===== src/rtl/led_blink_override.sv =====
module led_blink_override #(
  parameter int CYCLES_PER_MS = 1000,
  parameter int FAST_HALF_MS  = 256,
  parameter int SLOW_HALF_MS  = 780
) (
  input  logic       clk,
  input  logic       rst_n,
  input  logic       cmd_valid,
  input  logic [7:0] cmd_byte,
  input  logic [7:0] tp_led_in,
  input  logic [1:0] aui_led_in,
  input  logic [1:0] glb_led_in,
  output logic [7:0] tp_led_n,
  output logic [1:0] aui_led_n,
  output logic [1:0] glb_led_n
);
  localparam int PRE_W = $clog2(CYCLES_PER_MS + 1);
  localparam int MS_W  = $clog2(SLOW_HALF_MS + 1);
  localparam logic [1:0] RATE_OFF   = 2'b00;
  localparam logic [1:0] RATE_FAST  = 2'b01;
  localparam logic [1:0] RATE_STEADY = 2'b11;

  logic [1:0]       rate_q;
  logic [11:0]      ovr_mask;
  logic             phase_q;
  logic [PRE_W-1:0] pre_q;
  logic [MS_W-1:0]  ms_q;
  logic [11:0]      grp_mask;
  logic [MS_W-1:0]  half_m1;

  wire is_rate  = cmd_valid && (cmd_byte[7:2] == 6'b111010);
  wire is_ovr   = cmd_valid && (cmd_byte[7:4] == 4'b1100);
  wire blinking = (rate_q != RATE_OFF) && (rate_q != RATE_STEADY);
  wire ms_tick  = (pre_q == PRE_W'(CYCLES_PER_MS - 1));
  wire lit      = (rate_q == RATE_STEADY) || (blinking && phase_q);

  assign half_m1 = (rate_q == RATE_FAST) ? MS_W'(FAST_HALF_MS - 1)
                                         : MS_W'(SLOW_HALF_MS - 1);

  always_comb begin
    grp_mask = '0;
    case (cmd_byte[3:0])
      4'b1000: grp_mask[8]     = 1'b1;
      4'b1001: grp_mask[9]     = 1'b1;
      4'b1010: grp_mask[9:8]   = 2'b11;
      4'b1011: grp_mask[7:0]   = 8'hFF;
      4'b1100: grp_mask[9:0]   = 10'h3FF;
      4'b1101: grp_mask[10]    = 1'b1;
      4'b1110: grp_mask[11]    = 1'b1;
      4'b1111: grp_mask        = '0;
      default: grp_mask[cmd_byte[2:0]] = 1'b1;
    endcase
  end

  always_ff @(posedge clk) begin
    if (!rst_n) begin
      rate_q   <= RATE_OFF;
      ovr_mask <= '0;
    end else begin
      if (is_rate) rate_q <= cmd_byte[1:0];
      if (is_ovr)  ovr_mask <= ovr_mask | grp_mask;
    end
  end

  always_ff @(posedge clk) begin
    if (!rst_n || is_rate || !blinking) begin
      pre_q   <= '0;
      ms_q    <= '0;
      phase_q <= 1'b1;
    end else if (ms_tick) begin
      pre_q <= '0;
      if (ms_q == half_m1) begin
        ms_q    <= '0;
        phase_q <= ~phase_q;
      end else begin
        ms_q <= ms_q + 1'b1;
      end
    end else begin
      pre_q <= pre_q + 1'b1;
    end
  end

  wire drive_n = ~lit;

  assign tp_led_n  = (ovr_mask[7:0]   & {8{drive_n}}) | (~ovr_mask[7:0]   & tp_led_in);
  assign aui_led_n = (ovr_mask[9:8]   & {2{drive_n}}) | (~ovr_mask[9:8]   & aui_led_in);
  assign glb_led_n = (ovr_mask[11:10] & {2{drive_n}}) | (~ovr_mask[11:10] & glb_led_in);
endmodule


===== config.mk =====
export PLATFORM = sky130hd
export DESIGN_NAME = led_blink_override
export DESIGN_NICKNAME = d
export VERILOG_FILES = /design/src/rtl/led_blink_override.sv
export SDC_FILE = /design/constraint.sdc
export NUM_CORES = 1
export LEC_CHECK = 0
export ABC_AREA = 0
export BUFFER_PORTS_ARGS = -buffer_cell sky130_fd_sc_hd__buf_2
export CORE_MARGIN = 5
export CORE_UTILIZATION = 45
export DETAILED_ROUTE_END_ITERATION = 10
export GPL_TIMING_DRIVEN = 0
export HOLD_SLACK_MARGIN = 0.15
export PLACE_DENSITY = 0.68
export RECOVER_POWER = 50
export SKIP_LAST_GASP = 1
export SLEW_MARGIN = 20
export SYNTH_ARGS = -nofsm -noshare
export SYNTH_HDL_FRONTEND = slang
export SYNTH_SLANG_ARGS = --single-unit

===== constraint.sdc =====
create_clock -name clk -period 5.9 [get_ports clk]
set_clock_uncertainty 0.2 [all_clocks]
set_input_delay 1.18 -clock clk [delete_from_list [all_inputs] [get_ports clk]]
set_output_delay 1.18 -clock clk [all_outputs]
set_load 0.05 [all_outputs]

---- Word-level counts from Yosys, hierarchy flattened ----
Cells that the tools add are included.
word-level totals
  word-level logic and storage cells ...... 65
  input port bits ......................... 23
  output and inout port bits .............. 12
  bits in registers ....................... 35
cells by class
  muxes and demuxes ....................... 9
  magnitude comparators ................... 2
  bitwise logic cells ..................... 15
  reduce and logical (&&, ||, !) cells .... 17
  add/sub/neg operators ................... 2
  equality and inequality tests ........... 15
operator list
  operator                 number
  $eq A4 B4 Y1 const B     9
  $add A10 B1 Y10 const B  2
  $mux W10                 2
  $and A8 B8 Y8            2
  $pmux W8 S2              1
  $or A12 B12 Y12          1
  $eq A10 B10 Y1           1
  $eq A10 B10 Y1 const B   1
  $and A2 B2 Y2            4
  $not A8 Y8               1
  $or A8 B8 Y8             1
  $eq A6 B6 Y1 const B     1
  $reduce_or A3 Y1         2
  $reduce_or A6 Y1         1
  $logic_and A1 B1 Y1      5
  $lt A3 B5 Y1 const B     1
  $mux W1                  5
  $not A2 Y2               2
  $or A2 B2 Y2             2
  $reduce_or A2 Y1         2
  $demux W1 S3             1
  $ge A3 B1 Y1 const B     1
  $logic_or A1 B1 Y1       3
  $eq A2 B1 Y1 const B     1
  6 further kinds          8

---- Depth between registers and ports, before layout ----
Gate-level depths: netlist of run 1.
  depth after elaboration ................. 7
  mapped depth ............................ 8
  gate-level depth less buffers ........... 7

---- Least setup slack after synthesis of run 1 ----
No wires, ideal clock.
  path type ............................... input-to-output
  start point ............................. input aui_led_in[0]
  end point ............................... output aui_led_n[0]
  path buffers ............................ 0
  setup slack ............................. 2.969 ns
  cell stages on the path ................. 1
  arrival time ............................ 1.551 ns
  data required time ...................... 4.520 ns
  cells stage by stage .................... mux2_2
between the ends
  cells in the longest elaborated chain, start to end .. 2
ends and longest elaborated chain
  item             line  text
  start, declared  11    input logic [1:0] aui_led_in,
  $and A2 B2 Y2    86    assign aui_led_n = (ovr_mask[9:8] & {2{drive_n}}) | (~ovr_mask[9:8] & aui_led_in);
  $or A2 B2 Y2     86
  end, declared    14    output logic [1:0] aui_led_n,
No other way between the ends.

---- Final worst setup path of run 1 ----
  start point ............................. register rate_q[1]
  end point ............................... output tp_led_n[6]
between the ends
  cells in the longest elaborated chain, start to end .. 7
  elaborated cells between the ends (all ways) .. 9
  classes of those cells .................. eq/ne (2); bitwise (3); reduce/logical (4)
ends and longest elaborated chain
  item                                                       line  text
  start, declared                                            23    logic [1:0] rate_q;
  start signal, assigned                                     60    if (is_rate) rate_q <= cmd_byte[1:0];
  $ne A2 B2 Y1 / $reduce_bool A2 Y1 (equally long branches)  33    wire blinking = (rate_q != RATE_OFF) && (rate_q != RATE_STEADY);
  $logic_and A1 B1 Y1                                        33
  $logic_and A1 B1 Y1                                        35    wire lit = (rate_q == RATE_STEADY) || (blinking && phase_q);
  $logic_or A1 B1 Y1 (*)                                     35
  $not A1 Y1 (*)                                             83    wire drive_n = ~lit;
  $and A8 B8 Y8 (*)                                          85    assign tp_led_n = (ovr_mask[7:0] & {8{drive_n}}) | (~ovr_mask[7:0] & tp_led_in);
  $or A8 B8 Y8 (*)                                           85
  end, declared                                              13    output logic [7:0] tp_led_n,
Every way passes the cells marked *; elsewhere a longest branch is shown, timed or not.

==> results of run 1 <==
[worst max-delay path, cell delays in order (launching register included)]
cell and delay (ns):
dfxtp_1 0.36, inv_1 0.05, ha_1 0.28, inv_1 0.04, a21oi_1 0.25, clkbuf_1 0.34, mux2_2 0.22, buf_2 0.25
[worst max-delay path by stage]
stage          cells past startpoint           end
6_report                           7   tp_led_n[6]
3_5_place_dp                       7   tp_led_n[6]
4_1_cts                            7   tp_led_n[6]
3_3_place_gp                       7   tp_led_n[0]
5_1_grt                            7   tp_led_n[6]
2_1_floorplan                      1  aui_led_n[0]
[layout make-up]
| cell class | count | area, um^2 | share of cell area |
|---|---|---|---|
| plain buffers | 9 | 45.0 | 0.0213 |
| clock buffers | 6 | 82.6 | 0.0391 |
| clock inverters | 1 | 5.00 | 0.00237 |
| inverters | 2 | 7.51 | 0.00355 |
| multi-input cells | 160 | 1060 | 0.499 |
| flip-flops and latches | 35 | 701 | 0.331 |
| well taps | 50 | 62.6 | 0.0296 |
| repair buffers | 31 | 155 | 0.0734 |
[per-layer routing]
layer / global-route usage / part of all wire
met5: 0 / 0
met2: 0.254 / 0.46
met3: 0.0397 / 0.055
met4: 0.0845 / 0.023
met1: 0.184 / 0.46
[cell families after synthesis]
logic type / synth area share
multiplexers: 0.0858
buffers and inverters: 0.0291
XOR/XNOR: 0.0436
adder cells (fa/ha/maj): 0.0277
AND/OR/NAND/NOR: 0.307
AO/OA/AOI/OAI: 0.120
flip-flops: 0.387
[power groups by stage]
| stage | clock [mW] | combinational (mW) | sequential (mW) |
|---|---|---|---|
| after floorplan | 0 | 0.0302 | 0.242 |
| after CTS | 0.180 | 0.0429 | 0.237 |
| after global placement | 0 | 0.0422 | 0.242 |
| after global routing | 0.188 | 0.0457 | 0.237 |
| after detailed placement | 0 | 0.0427 | 0.242 |
| final | 0.172 | 0.0428 | 0.237 |
[sequential cells by signal (all words and copies together) (netlist names)]
| name | flops |
|---|---|
| phase_q | 1 |
| ovr_mask | 12 |
| pre_q | 10 |
| rate_q | 2 |
| ms_q | 10 |
[cell usage after synthesis (all sizes together), types with 2 or more instances]
cell type	instances
nand4	7
xnor2	6
o21a	6
ha	4
nor2	27
inv	2
nor3	6
nand3b	3
and2	2
nor2b	6
nor3b	3
mux2i	2
and3	5
clkbuf	7
mux2	12
nand3	15
o31a	6
xor2	3
a21oi	8
or3	3
o21ai	4
buf	2
dfxtp	35
or4bb	2
nand2	15
a31oi	5
==> flow_metrics.py, run 1 <==
metrics = {
    "cells_and_area": {
        "post_route_cells_drive_above_1_share": 0.246,
        "area_growth_pct": 16.9,
        "nNetsFinal": 271,
        "n_antenna_cell": 0,
        "post-route-cell-area_um2": 2110,
        "final_cell_count_no_fill": 294,
        "fillCellCount": 367,
        "final_common_cell": "dfxtp_1",
        "final_core_util": 0.536,
        "layout_common_cells": "35 x dfxtp_1, 31 x buf_2, 27 x nor2_1",
    },
    "synthesis": {
        "netlist_area_um2": 1810,
        "ys_warn_count": 0,
        "netlist_instances": 206,
        "synth.top_cell.area_share": 0.387,
        "synthTopCellsByArea": "dfxtp_1 39%, mux2_2 7.5%, nor2_1 5.6%",
        "syn_nets": 233,
        "synth_seq_cells": 35,
        "synth_area_leader_cell": "dfxtp_1",
        "synthArstFlopShare": 0,
        "synthFlopType": "dfxtp_1",
        "synth-edff-count": 0,
        "synth.distinct_cells": 43,
        "ys_seq_area_frac": 0.387,
        "avgSynthCellArea_um2": 8.78,
    },
    "power": {
        "p_leak_nw": 0.791,
        "combPwrFrac": 0.095,
        "p_int_mw": 0.343,
        "p_seq_frac": 0.525,
        "finalPower_mw": 0.451,
        "p_sw_mw": 0.109,
        "clockPowerShare": 0.380,
        "p_sw_frac": 0.240,
        "ir_worst_vdd_v": 0.000154,
        "power_density_nw_per_um2": 213,
    },
    "clock_network": {
        "ctsResizeCount": 0,
        "clockRootBuffer": "clkbuf_8",
        "cts_sinks": 35,
        "cts-buffers-inserted": 5,
        "path_clk_slew_ns": 0.07,
        "clockBufferDepth": 2,
        "htreeDepth": 2,
        "hold_buffers": 0,
        "cts_tree": "built",
        "clk_latency_ns": 0.28,
        "post_cts_buffers": 0,
    },
    "setup_path": {
        "startpoint_type": "flip-flop",
        "r2r_end": "phase_q",
        "critical_path_class": "flip-flop to output port",
        "reg2reg_depth": 8,
        "reg2reg_from": "rate_q[1]",
        "crit_required_ns": 4.52,
        "crit_path_end_kind": "output port",
        "path_max_fanout": 10,
        "arrival_ns": 2.08,
        "crit_path_start": "rate_q[1]",
        "ff2ff_setup_slack_ns": 3.82,
    },
    "die": {
        "core-area_um2": 3940,
        "initial_core_util": 0.459,
        "fp.dieW_um": 73.4,
        "die_h_um": 73.4,
        "rows": 23,
        "design.die.area_um2": 5390,
        "ios": 35,
    },
    "hold_path": {
        "hp-class": "flip-flop to flip-flop",
        "whs_path_depth": 1,
        "min_from": "ovr_mask[10]",
        "whs_endpoint": "ovr_mask[10]",
    },
    "sta": {
        "worst_pin_slew_ns": 0.609,
        "slew_headroom": 0.592,
        "min_period_ns": 3.46,
        "fin_ws_ns": 2.44,
        "hold_ws_ns": 0.277,
        "setup_viol": 0,
        "slew_viol_final": 0,
        "rsz0062_at_grt": "no",
        "fmax_mhz": 289,
        "period_share": 0.587,
        "final.setup.tns_ns": 0,
        "final_hold_viol_count": 0,
    },
    "routing": {
        "antenna_left": 0,
        "avgViaCountPerCell": 5.34,
        "wl_um": 3830,
        "vias": 1570,
        "avgRoutedWirePerCell_um": 13.0,
        "drt-pass1-iter-count": 4,
        "drc": 0,
        "drt_iter0_drc": 108,
    },
    "global_routing": {
        "grt_max_degree": 11,
        "grt_overflow": 0,
        "grtUsageTotal": 0.155,
        "antenna_found_initial": 0,
        "first_global_vias": 1536,
        "grt_pass1_wl_um": 6520,
    },
    "placement": {
        "dpl_cell_area_um2": 2030,
        "io_buffers": 31,
        "dp_cells": 287,
        "pre_cts_ws_ns": 2.71,
        "gp_congestion": 0.809,
        "dp_hpwl_um": 2870,
    },
    "run_status": {
        "status": "finished clean",
    },
    "flow_run": {
        "maxCapViolations": 0,
    },
}
No activity file was read; power rests on OpenSTA's default activity.
==> run 2, diff against run 1 <==
Settings changed: PLACE_DENSITY 0.68 to 0.71.
Clock period 5.9 ns to 2.9 ns, I/O delays scaled along.
==> run 2 against run 1 <==
Net effect:
- combinational power up 100%
- global-route usage fell by 0.076 points
- sequential cell count unchanged
- routed wire length fell by 2.7%
- setup slack worse by 2.3 ns
- non-clock buffer count unchanged
- clock-buffer cell count unchanged
- highest routed layer unchanged
==> flow_metrics.py, run 2 (same netlist as run 1, synthesis figures left out) <==
metrics = {
    "sta": {
        "min_period_ns": 2.73,
        "slew_viol_final": 0,
        "fin_ws_ns": 0.167,
        "final_hold_viol_count": 0,
        "slew_headroom": 0.574,
        "setup_viol": 0,
        "rsz0062_at_grt": "no",
        "fmax_mhz": 366,
        "worst_pin_slew_ns": 0.636,
        "final.setup.tns_ns": 0,
        "period_share": 0.942,
    },
    "die": {
        "rows": 23,
        "die_h_um": 73.4,
        "initial_core_util": 0.459,
        "design.die.area_um2": 5390,
        "core-area_um2": 3940,
        "ios": 35,
        "fp.dieW_um": 73.4,
    },
    "placement": {
        "dp_hpwl_um": 2770,
        "pre_cts_ws_ns": 0.297,
        "dpl_cell_area_um2": 2030,
        "gp_congestion": 0.855,
        "io_buffers": 31,
    },
    "clock_network": {
        "clockBufferDepth": 2,
        "clockRootBuffer": "clkbuf_8",
        "hold_buffers": 0,
        "post_cts_buffers": 0,
        "path_clk_slew_ns": 0.07,
        "clk_latency_ns": 0.29,
        "cts-buffers-inserted": 5,
        "cts_tree": "built",
        "htreeDepth": 2,
        "cts_sinks": 35,
    },
    "setup_path": {
        "arrival_ns": 1.95,
        "path_max_fanout": 10,
        "crit_required_ns": 2.12,
        "r2r_end": "pre_q[7]",
        "critical_path_class": "flip-flop to output port",
        "startpoint_type": "flip-flop",
        "crit_path_end_kind": "output port",
        "reg2reg_depth": 6,
        "reg2reg_from": "pre_q[0]",
        "ff2ff_setup_slack_ns": 0.71,
    },
    "power": {
        "p_sw_mw": 0.240,
        "clockPowerShare": 0.399,
        "p_sw_frac": 0.254,
        "power_density_nw_per_um2": 448,
        "p_seq_frac": 0.510,
        "p_int_mw": 0.705,
        "combPwrFrac": 0.091,
        "p_leak_nw": 0.779,
        "ir_worst_vdd_v": 0.000316,
        "finalPower_mw": 0.945,
    },
    "cells_and_area": {
        "largest_register_ffs": 12,
        "post_route_cells_drive_above_1_share": 0.241,
        "multiInputGateArea_um2": 1040,
        "layout_common_cells": "35 x dfxtp_1, 32 x buf_2, 27 x nor2_1",
        "fillCellCount": 359,
        "nNetsFinal": 271,
        "n_antenna_cell": 0,
        "post-route-cell-area_um2": 2110,
        "area_growth_pct": 16.7,
        "reg_top3": "ovr_mask x12, ms_q x10, pre_q x10",
        "largest-register": "ovr_mask",
        "final_common_cell": "dfxtp_1",
        "regArea_um2": 701,
        "final_core_util": 0.536,
    },
    "global_routing": {
        "grt_overflow": 0,
        "first_global_vias": 1483,
        "grt_pass1_wl_um": 6520,
        "grt_max_degree": 13,
        "antenna_found_initial": 0,
        "grtUsageTotal": 0.154,
    },
    "routing": {
        "wl_um": 3730,
        "drt_iter0_drc": 97,
        "drt-pass1-iter-count": 4,
        "dr.max_layer_used": "met4",
        "drc": 0,
        "antenna_left": 0,
        "wl_met2_um": 1700,
        "avgViaCountPerCell": 5.42,
        "avgRoutedWirePerCell_um": 12.6,
        "drt-met1-wl_um": 1770,
        "vias": 1599,
        "routed-wl-met3_um": 224,
    },
    "hold_path": {
        "hp-class": "flip-flop to flip-flop",
        "whs_path_depth": 1,
        "whs_endpoint": "pre_q[0]",
        "min_from": "pre_q[0]",
    },
    "flow_run": {
        "maxCapViolations": 0,
    },
    "run_status": {
        "status": "finished clean",
    },
}
-- run 2: worst max path at each step --
stage,from,end,depth (start not counted)
final,rate_q[1],tp_led_n[0],7
after global placement,rate_q[1],tp_led_n[0],7
after CTS,rate_q[1],tp_led_n[0],7
after global routing,rate_q[1],tp_led_n[0],7
after floorplan,rate_q[1],aui_led_n[0],6
after detailed placement,rate_q[1],tp_led_n[0],7
-- run 2: critical path, stage by stage, from the launching register on --
cell and delay, ns:
dfxtp_1 0.37, inv_1 0.05, ha_1 0.28, inv_1 0.04, a21oi_1 0.24, buf_2 0.26
mux2_2 0.17, buf_2 0.25
-- run 2: what timing repair did --
action | 4_1_cts | 5_1_grt
hold endpoints to repair | 0 | 0
resized for setup | 1 | 1
endpoints found under the setup margin | 10 | 10
-- run 2: power groups by stage --
stage          clock [mW]  sequential (mW)  combinational, mW
3_5_place_dp            0            0.493             0.0862
2_1_floorplan           0            0.493             0.0614
6_report            0.377            0.482             0.0860
4_1_cts             0.387            0.482             0.0864
5_1_grt             0.413            0.482             0.0920
3_3_place_gp            0            0.493             0.0853
-- run 2: area by class of cell --
type	count	area share
Inverter	2	0.00355
Clock buffer	6	0.0391
Timing Repair Buffer	31	0.0735
Clock inverter	2	0.00770
Tap cell	50	0.0296
Buffer	9	0.0201
Multi-Input combinational cell	160	0.495
Sequential cell	35	0.332
-- run 2: per-layer routing --
layer	GRT usage	vias up
met4	0.0362	0
met2	0.243	42
met5	0	-
met3	0.0561	4
met1	0.201	739
li1	-	814
-- run 2: metrics by stage --
stage	instances	hold WS [ns]
finish	295	0.267
floorplan	206	0.226
global route	295	0.301
CTS	295	0.269
global placement	287	0.249
detailed placement	287	0.251
